==> config.mk <==
export PLATFORM = sky130hd
export DESIGN_NAME = nvshadow_ram
export DESIGN_NICKNAME = d
export VERILOG_FILES = /design/src/rtl/nvs_pkg.sv /design/src/rtl/nvs_decode.sv /design/src/rtl/nvs_trig.sv /design/src/rtl/nvs_seq.sv /design/src/rtl/nvs_array.sv /design/src/rtl/nvshadow_ram.sv
export SDC_FILE = /design/constraint.sdc
export NUM_CORES = 2
export LEC_CHECK = 0
export CORE_ASPECT_RATIO = 0.5
export CORE_UTILIZATION = 51
export CTS_CLUSTER_SIZE = 30
export DETAILED_ROUTE_END_ITERATION = 6
export GPL_ROUTABILITY_DRIVEN = 0
export GPL_TIMING_DRIVEN = 0
export PLACE_DENSITY = 0.63
export SLEW_MARGIN = 30
export SYNTH_ARGS = -nofsm -noshare
export SYNTH_HDL_FRONTEND = slang
export SYNTH_SLANG_ARGS = --single-unit
==> constraint.sdc <==
create_clock -name clk -period 8.1 [get_ports clk]
set_clock_uncertainty 0.05 [all_clocks]
set_input_delay 1.62 -clock clk [delete_from_list [all_inputs] [get_ports clk]]
set_output_delay 1.62 -clock clk [all_outputs]
set_load 0.005 [all_outputs]
==> src/rtl/nvs_pkg.sv <==
package nvs_pkg;

    typedef enum logic [1:0] {
        ST_RECALL = 2'd0,
        ST_IDLE   = 2'd1,
        ST_STORE  = 2'd2
    } nvs_state_e;

    typedef enum logic [1:0] {
        SRC_NONE = 2'd0,
        SRC_PWR  = 2'd1,
        SRC_HW   = 2'd2,
        SRC_SW   = 2'd3
    } nvs_src_e;

endpackage

==> src/rtl/nvs_decode.sv <==
module nvs_decode (
    input  logic ce_n,
    input  logic oe_n,
    input  logic we_n,
    input  logic hs_n,
    input  logic idle,
    output logic rd_en,
    output logic wr_en,
    output logic hs_req
);
    // Reads need the write strobe released, which also keeps the drivers
    // off for the whole time a write strobe is low.
    always_comb begin
        rd_en  = idle && !ce_n && !oe_n && we_n && hs_n;
        wr_en  = idle && !ce_n && !we_n && hs_n;
        hs_req = idle && !hs_n;
    end
endmodule

==> src/rtl/nvs_trig.sv <==
module nvs_trig
    import nvs_pkg::*;
(
    input  logic     idle,
    input  logic     dirty,
    input  logic     hs_req,
    input  logic     sw_req,
    input  logic     pf_low,
    input  logic     auto_dis,
    output nvs_src_e src,
    output logic     go
);
    always_comb begin
        src = SRC_NONE;
        if (idle) begin
            if (pf_low && !auto_dis && dirty) begin
                src = SRC_PWR;
            end else if (hs_req && dirty) begin
                src = SRC_HW;
            end else if (sw_req) begin
                src = SRC_SW;
            end
        end
        go = (src != SRC_NONE);
    end
endmodule

==> src/rtl/nvs_seq.sv <==
module nvs_seq
    import nvs_pkg::*;
#(
    parameter int ADDR_W        = 6,
    parameter int DATA_W        = 8,
    parameter int STORE_CYCLES  = 500000,
    parameter int RECALL_CYCLES = 64
) (
    input  logic              clk,
    input  logic              rst_n,
    input  logic              inhibit,
    input  logic              wr_en,
    input  logic [ADDR_W-1:0] addr,
    input  logic [DATA_W-1:0] din,
    input  logic              go,
    output logic              idle,
    output logic              dirty,
    output logic              auto_dis,
    output logic              commit,
    output logic [ADDR_W-1:0] cm_addr,
    output logic [DATA_W-1:0] cm_data,
    output logic              store_done,
    output logic              recall_done
);
    localparam int MAX_C = (STORE_CYCLES > RECALL_CYCLES) ? STORE_CYCLES : RECALL_CYCLES;
    localparam int CNT_W = $clog2(MAX_C + 1);
    localparam logic [CNT_W-1:0] STORE_LAST  = CNT_W'(STORE_CYCLES - 1);
    localparam logic [CNT_W-1:0] RECALL_LAST = CNT_W'(RECALL_CYCLES - 1);

    typedef struct packed {
        nvs_state_e        st;
        logic [CNT_W-1:0]  cnt;
        logic              dirty;
        logic              wr_act;
        logic [ADDR_W-1:0] wa;
        logic [DATA_W-1:0] wd;
        logic              auto_dis;
    } seq_t;

    seq_t seq_d, seq_q;

    always_comb begin
        seq_d       = seq_q;
        commit      = 1'b0;
        store_done  = 1'b0;
        recall_done = 1'b0;
        case (seq_q.st)
            ST_IDLE: begin
                // end of a write: either strobe has released
                commit       = seq_q.wr_act && !wr_en;
                seq_d.wr_act = wr_en;
                if (wr_en) begin
                    seq_d.wa = addr;
                    seq_d.wd = din;
                end
                if (commit) begin
                    seq_d.dirty = 1'b1;
                end
                if (go) begin
                    seq_d.st     = ST_STORE;
                    seq_d.cnt    = '0;
                    seq_d.wr_act = 1'b0;
                end
            end
            ST_STORE: begin
                seq_d.wr_act = 1'b0;
                if (seq_q.cnt == STORE_LAST) begin
                    store_done  = 1'b1;
                    seq_d.st    = ST_IDLE;
                    seq_d.dirty = 1'b0;
                end else begin
                    seq_d.cnt = seq_q.cnt + 1'b1;
                end
            end
            default: begin
                seq_d.wr_act = 1'b0;
                if (seq_q.cnt == RECALL_LAST) begin
                    recall_done = 1'b1;
                    seq_d.st    = ST_IDLE;
                    seq_d.dirty = 1'b0;
                end else begin
                    seq_d.cnt = seq_q.cnt + 1'b1;
                end
            end
        endcase
    end

    always_ff @(posedge clk) begin
        if (!rst_n) begin
            seq_q <= '{st: ST_RECALL, cnt: '0, dirty: 1'b0, wr_act: 1'b0,
                       wa: '0, wd: '0, auto_dis: inhibit};
        end else begin
            seq_q <= seq_d;
        end
    end

    assign idle     = (seq_q.st == ST_IDLE);
    assign dirty    = seq_q.dirty;
    assign auto_dis = seq_q.auto_dis;
    assign cm_addr  = seq_q.wa;
    assign cm_data  = seq_q.wd;
endmodule

==> src/rtl/nvs_array.sv <==
module nvs_array #(
    parameter int ADDR_W = 6,
    parameter int DATA_W = 8
) (
    input  logic              clk,
    input  logic              commit,
    input  logic [ADDR_W-1:0] cm_addr,
    input  logic [DATA_W-1:0] cm_data,
    input  logic              store_done,
    input  logic              recall_done,
    input  logic              rd_en,
    input  logic [ADDR_W-1:0] rd_addr,
    output logic [DATA_W-1:0] rd_data
);
    localparam int DEPTH = 1 << ADDR_W;

    logic [DATA_W-1:0] work_d [DEPTH];
    logic [DATA_W-1:0] work_q [DEPTH];
    logic [DATA_W-1:0] shd_d  [DEPTH];
    logic [DATA_W-1:0] shd_q  [DEPTH];

    // Whole-array parallel copies; no reset, the contents are the state.
    always_comb begin
        work_d = work_q;
        shd_d  = shd_q;
        if (recall_done) begin
            work_d = shd_q;
        end
        if (commit) begin
            work_d[cm_addr] = cm_data;
        end
        if (store_done) begin
            shd_d = work_q;
        end
    end

    always_ff @(posedge clk) begin
        work_q <= work_d;
        shd_q  <= shd_d;
    end

    assign rd_data = rd_en ? work_q[rd_addr] : '0;
endmodule

==> src/rtl/nvshadow_ram.sv <==
module nvshadow_ram
    import nvs_pkg::*;
#(
    parameter int ADDR_W        = 6,
    parameter int DATA_W        = 8,
    parameter int STORE_CYCLES  = 500000,
    parameter int RECALL_CYCLES = 64
) (
    input  logic              clk,
    input  logic              rst_n,
    input  logic              ce_n,
    input  logic              oe_n,
    input  logic              we_n,
    input  logic              hs_n,
    input  logic              sw_store,
    input  logic              pwr_ok,
    input  logic              inhibit_auto,
    input  logic [ADDR_W-1:0] addr,
    input  logic [DATA_W-1:0] din,
    output logic [DATA_W-1:0] dout,
    output logic              dout_en,
    output logic              busy_n,
    output logic              dirty
);
    logic              idle, rd_en, wr_en, hs_req, go, auto_dis;
    logic              commit, store_done, recall_done;
    logic [ADDR_W-1:0] cm_addr;
    logic [DATA_W-1:0] cm_data;
    nvs_src_e          src;

    nvs_decode u_dec (
        .ce_n(ce_n), .oe_n(oe_n), .we_n(we_n), .hs_n(hs_n), .idle(idle),
        .rd_en(rd_en), .wr_en(wr_en), .hs_req(hs_req)
    );

    nvs_trig u_trig (
        .idle(idle), .dirty(dirty), .hs_req(hs_req), .sw_req(sw_store),
        .pf_low(!pwr_ok), .auto_dis(auto_dis), .src(src), .go(go)
    );

    nvs_seq #(
        .ADDR_W(ADDR_W), .DATA_W(DATA_W),
        .STORE_CYCLES(STORE_CYCLES), .RECALL_CYCLES(RECALL_CYCLES)
    ) u_seq (
        .clk(clk), .rst_n(rst_n), .inhibit(inhibit_auto), .wr_en(wr_en),
        .addr(addr), .din(din), .go(go), .idle(idle), .dirty(dirty),
        .auto_dis(auto_dis), .commit(commit), .cm_addr(cm_addr),
        .cm_data(cm_data), .store_done(store_done), .recall_done(recall_done)
    );

    nvs_array #(.ADDR_W(ADDR_W), .DATA_W(DATA_W)) u_arr (
        .clk(clk), .commit(commit), .cm_addr(cm_addr), .cm_data(cm_data),
        .store_done(store_done), .recall_done(recall_done),
        .rd_en(rd_en), .rd_addr(addr), .rd_data(dout)
    );

    assign dout_en = rd_en;
    assign busy_n  = idle;
endmodule

==> metrics <==
cell area after synthesis 42800 um^2; most instantiated library cell after synthesis nand2_1; crit path max fanout 10; RSZ-0062 raised after global routing no; dpl hpwl 88200 um; share of the synthesized area in the top cell type a little over a third; Final Power 10600 uW; All-Layer GR Usage a little over 30%; initial antenna violation count 4; power density over the cells approximately 220 nW/um^2; async set-reset flop share out of synthesis 0%; first-pass GRT wire length 191000 um; Yosys warnings 0; post-route insts no fill 4968; critical path arrival 5550 ps; f_max between 0.1 and 0.15 GHz; post-detailed-route wirelength per cell 26.2 um; synthesis-stage register bit count 1062; clk root buf clkbuf_16; Slew Limit Fails 0; total gr overflow 0; hold endpoint u_arr.shd_q[279]; nets 3814; H-tree depth 3; Seq/Total Area, Yosys 61.7%; met3 routed WL approximately 15000 um; worst-path cell chain clkdlybuf4s50_1 > clkbuf_1 > clkbuf_1 > mux2i_1 > a21oi_1 > a32oi_1 > o21ai_0 > clkdlybuf4s50_1; die span in y 207 um; max cap viols 0; slew at the pin closest to its max-slew limit 1080 ps; latest clock arrival within the worst-skew pair 690 ps; Via density 6.08; status finished with violations; failing checks design-rule violations; VDD IR max roughly 0.14 mV; Mapped Avg Cell Area about 12 um^2; CTS buffer count 91; Detailed Route Iter0 Violations 3868; share of cells above drive strength 1 about 12%; crit start category input pin; endpoint class of the critical path output pin; Syn-to-layout area delta 11.5%; hold_sp u_arr.work_q[279]; Crit Path Class input pin to output pin; R2R Setup Slk 3780 ps; number of gates resized after CTS 0; hold_buf cts 0; FF-to-FF End u_arr.shd_q[254]; hold crit path type flip-flop to flip-flop; commonest cells in the netlist nand2_1, dfxtp_1, edfxtp_1, mux2i_1, nor2_1; register area between 20000 and 30000 um^2; drt total wl 130000 um; Synth area leader edfxtp_1; slowest stage delay, CP 870 ps; largest net degree at the start of global routing 80; post-route antenna net violation count 0; clock transition at the registers of the reported paths 70 ps; Final min period 7220 ps; Post-CTS Setup Bufs 0; core region area 82300 um^2; die area approximately 85000 um^2; WHS Path Cells 0; row count 74; Top Metal Used met5; Die X approximately 400 um; Yosys cell types 65; Static Leak roughly 0.018 uW; Tcrit/Tclk final between 80% and 90%; Post-Synthesis Cells 3659; R2R Path Start u_seq.seq_q[17]; Hold Fails Final Rpt 0; r2r worst-path depth 10; CTS Buffer Depth 3; DRT met1 WL between 50000 and 60000 um; I/O Buffers 29; Initial Util 52.0%; EDFF count, synth between 500 and 600; via count approximately 30000; Post-synth top flop dfxtp_1; Critical Path RT around 6400 ps; Fill cells 6710; CTS tree yes; drt pass-1 iters 7; area of the multi-input gates between 10000 and 15000 um^2; Slowest cell on crit path clkbuf_1; # setup viols final 0; synth top area cells edfxtp_1, dfxtp_1, mux2i_1; CTS Sinks 1062; metal2 WL 56900 um; io pins 34; Residual DRC 1; syn nets 3685; vias in the first global route around 28000; Max-Slew Margin vs Limit 28.1%; Placed Cells 4797
==> registers in the layout (all words and copies together) (netlist names) <==
register,flops
u_arr.shd_q,512
u_arr.work_q,512
u_seq.auto_dis,1
u_seq.cm_addr,6
u_seq.cm_data,8
u_seq.dirty,1
u_seq.seq_q,22
==> cells by family (layout without fill, tap and decap cells) <==
| logic type | after synthesis | after routing | synth area share [%] |
|---|---|---|---|
| and+or+nand+nor | 1206 | 1206 | 11.4 |
| DFF | 1062 | 1062 | 61.7 |
| AOI/OAI and AO/OA | 647 | 647 | 8.60 |
| muxes | 456 | 456 | 14.6 |
| buffers and inverters | 278 | 483 | 3.47 |
| xor gates and xnor gates | 7 | 7 | 0.143 |
| adders and majority gates | 3 | 3 | 0.0878 |
| other | 0 | 2 | 0 |
==> per-stage QoR <==
step | TNS (ps) | area (um^2) | utilization (%) | hold slack [ps] | setup slack, ps
floorplan | 0 | 42800 | - | 374 | 2450
global placement | -123 | 44400 | 54.0 | 377 | -72.4
detailed placement | 0 | 44600 | 54.2 | 383 | 974
CTS | 0 | 47700 | 57.9 | 401 | 971
global route | 0 | 47700 | 57.9 | 414 | 906
finish | 0 | 47700 | 57.9 | 404 | 877
==> cell usage in the layout, fill, tap and decap left out, types with 6 or more instances in the layout <==
cell,n
nor2_1,255
buf_4,32
and2_1,6
dfxtp_1,549
clkbuf_1,111
clkinv_2,19
o21ai_0,93
clkdlybuf4s50_1,29
nand3_1,18
edfxtp_1,513
clkbuf_16,95
buf_6,28
buf_16,7
inv_1,14
nor2_2,24
o211ai_1,6
clkbuf_2,10
clkinv_1,12
bufinv_16,9
or4_1,6
nand2_1,837
nor3_1,9
nor4_1,6
buf_2,84
mux2i_1,317
clkbuf_8,9
buf_1,18
o22ai_1,8
o21ai_1,227
mux4_2,135
a21oi_1,41
o21a_1,7
a31oi_1,231
==> critical path: cells and delay by family <==
kind / cells / cell delay, ps
buf+inv: 4 / 2760
mux: 1 / 180
compound gates: 3 / 980
==> worst max path at each step <==
stage | cells after the start | slack (ps) | endpoint | from
3_5_place_dp | 11 | 970 | dout[0] | addr[1]
2_1_floorplan | 8 | 2450 | u_seq.seq_q[24] | u_seq.seq_q[17]
3_3_place_gp | 8 | -70 | u_seq.seq_q[27] | u_seq.seq_q[17]
4_1_cts | 11 | 970 | dout[0] | addr[1]
6_report | 8 | 880 | dout[3] | addr[4]
5_1_grt | 11 | 910 | dout[7] | addr[1]
==> cell type report <==
| cell class | count | area share (%) |
|---|---|---|
| inverters | 15 | 0.118 |
| repair buffers | 36 | 1.01 |
| well taps | 1102 | 2.89 |
| clock buffers | 125 | 5.41 |
| multi-input cells | 2319 | 31.2 |
| clock inverters | 44 | 0.929 |
| plain buffers | 263 | 3.03 |
| flip-flops and latches | 1062 | 55.4 |
| diodes | 2 | 0.0105 |
==> per-layer routing <==
metal	GRT usage, %	vias to the layer above
li1	-	13500
met1	43.4	15000
met2	45.6	1535
met3	9.81	197
met4	7.75	2
met5	0	-
==> power by group <==
| group | switching (uW) | internal (uW) | total [uW] | leakage, uW |
|---|---|---|---|---|
| Sequential | 48.1 | 5640 | 5690 | 0.00954 |
| Clock | 2020 | 2520 | 4540 | 0.00149 |
| Combinational | 250 | 134 | 383 | 0.00671 |
Power figures use the tool's default switching activity.
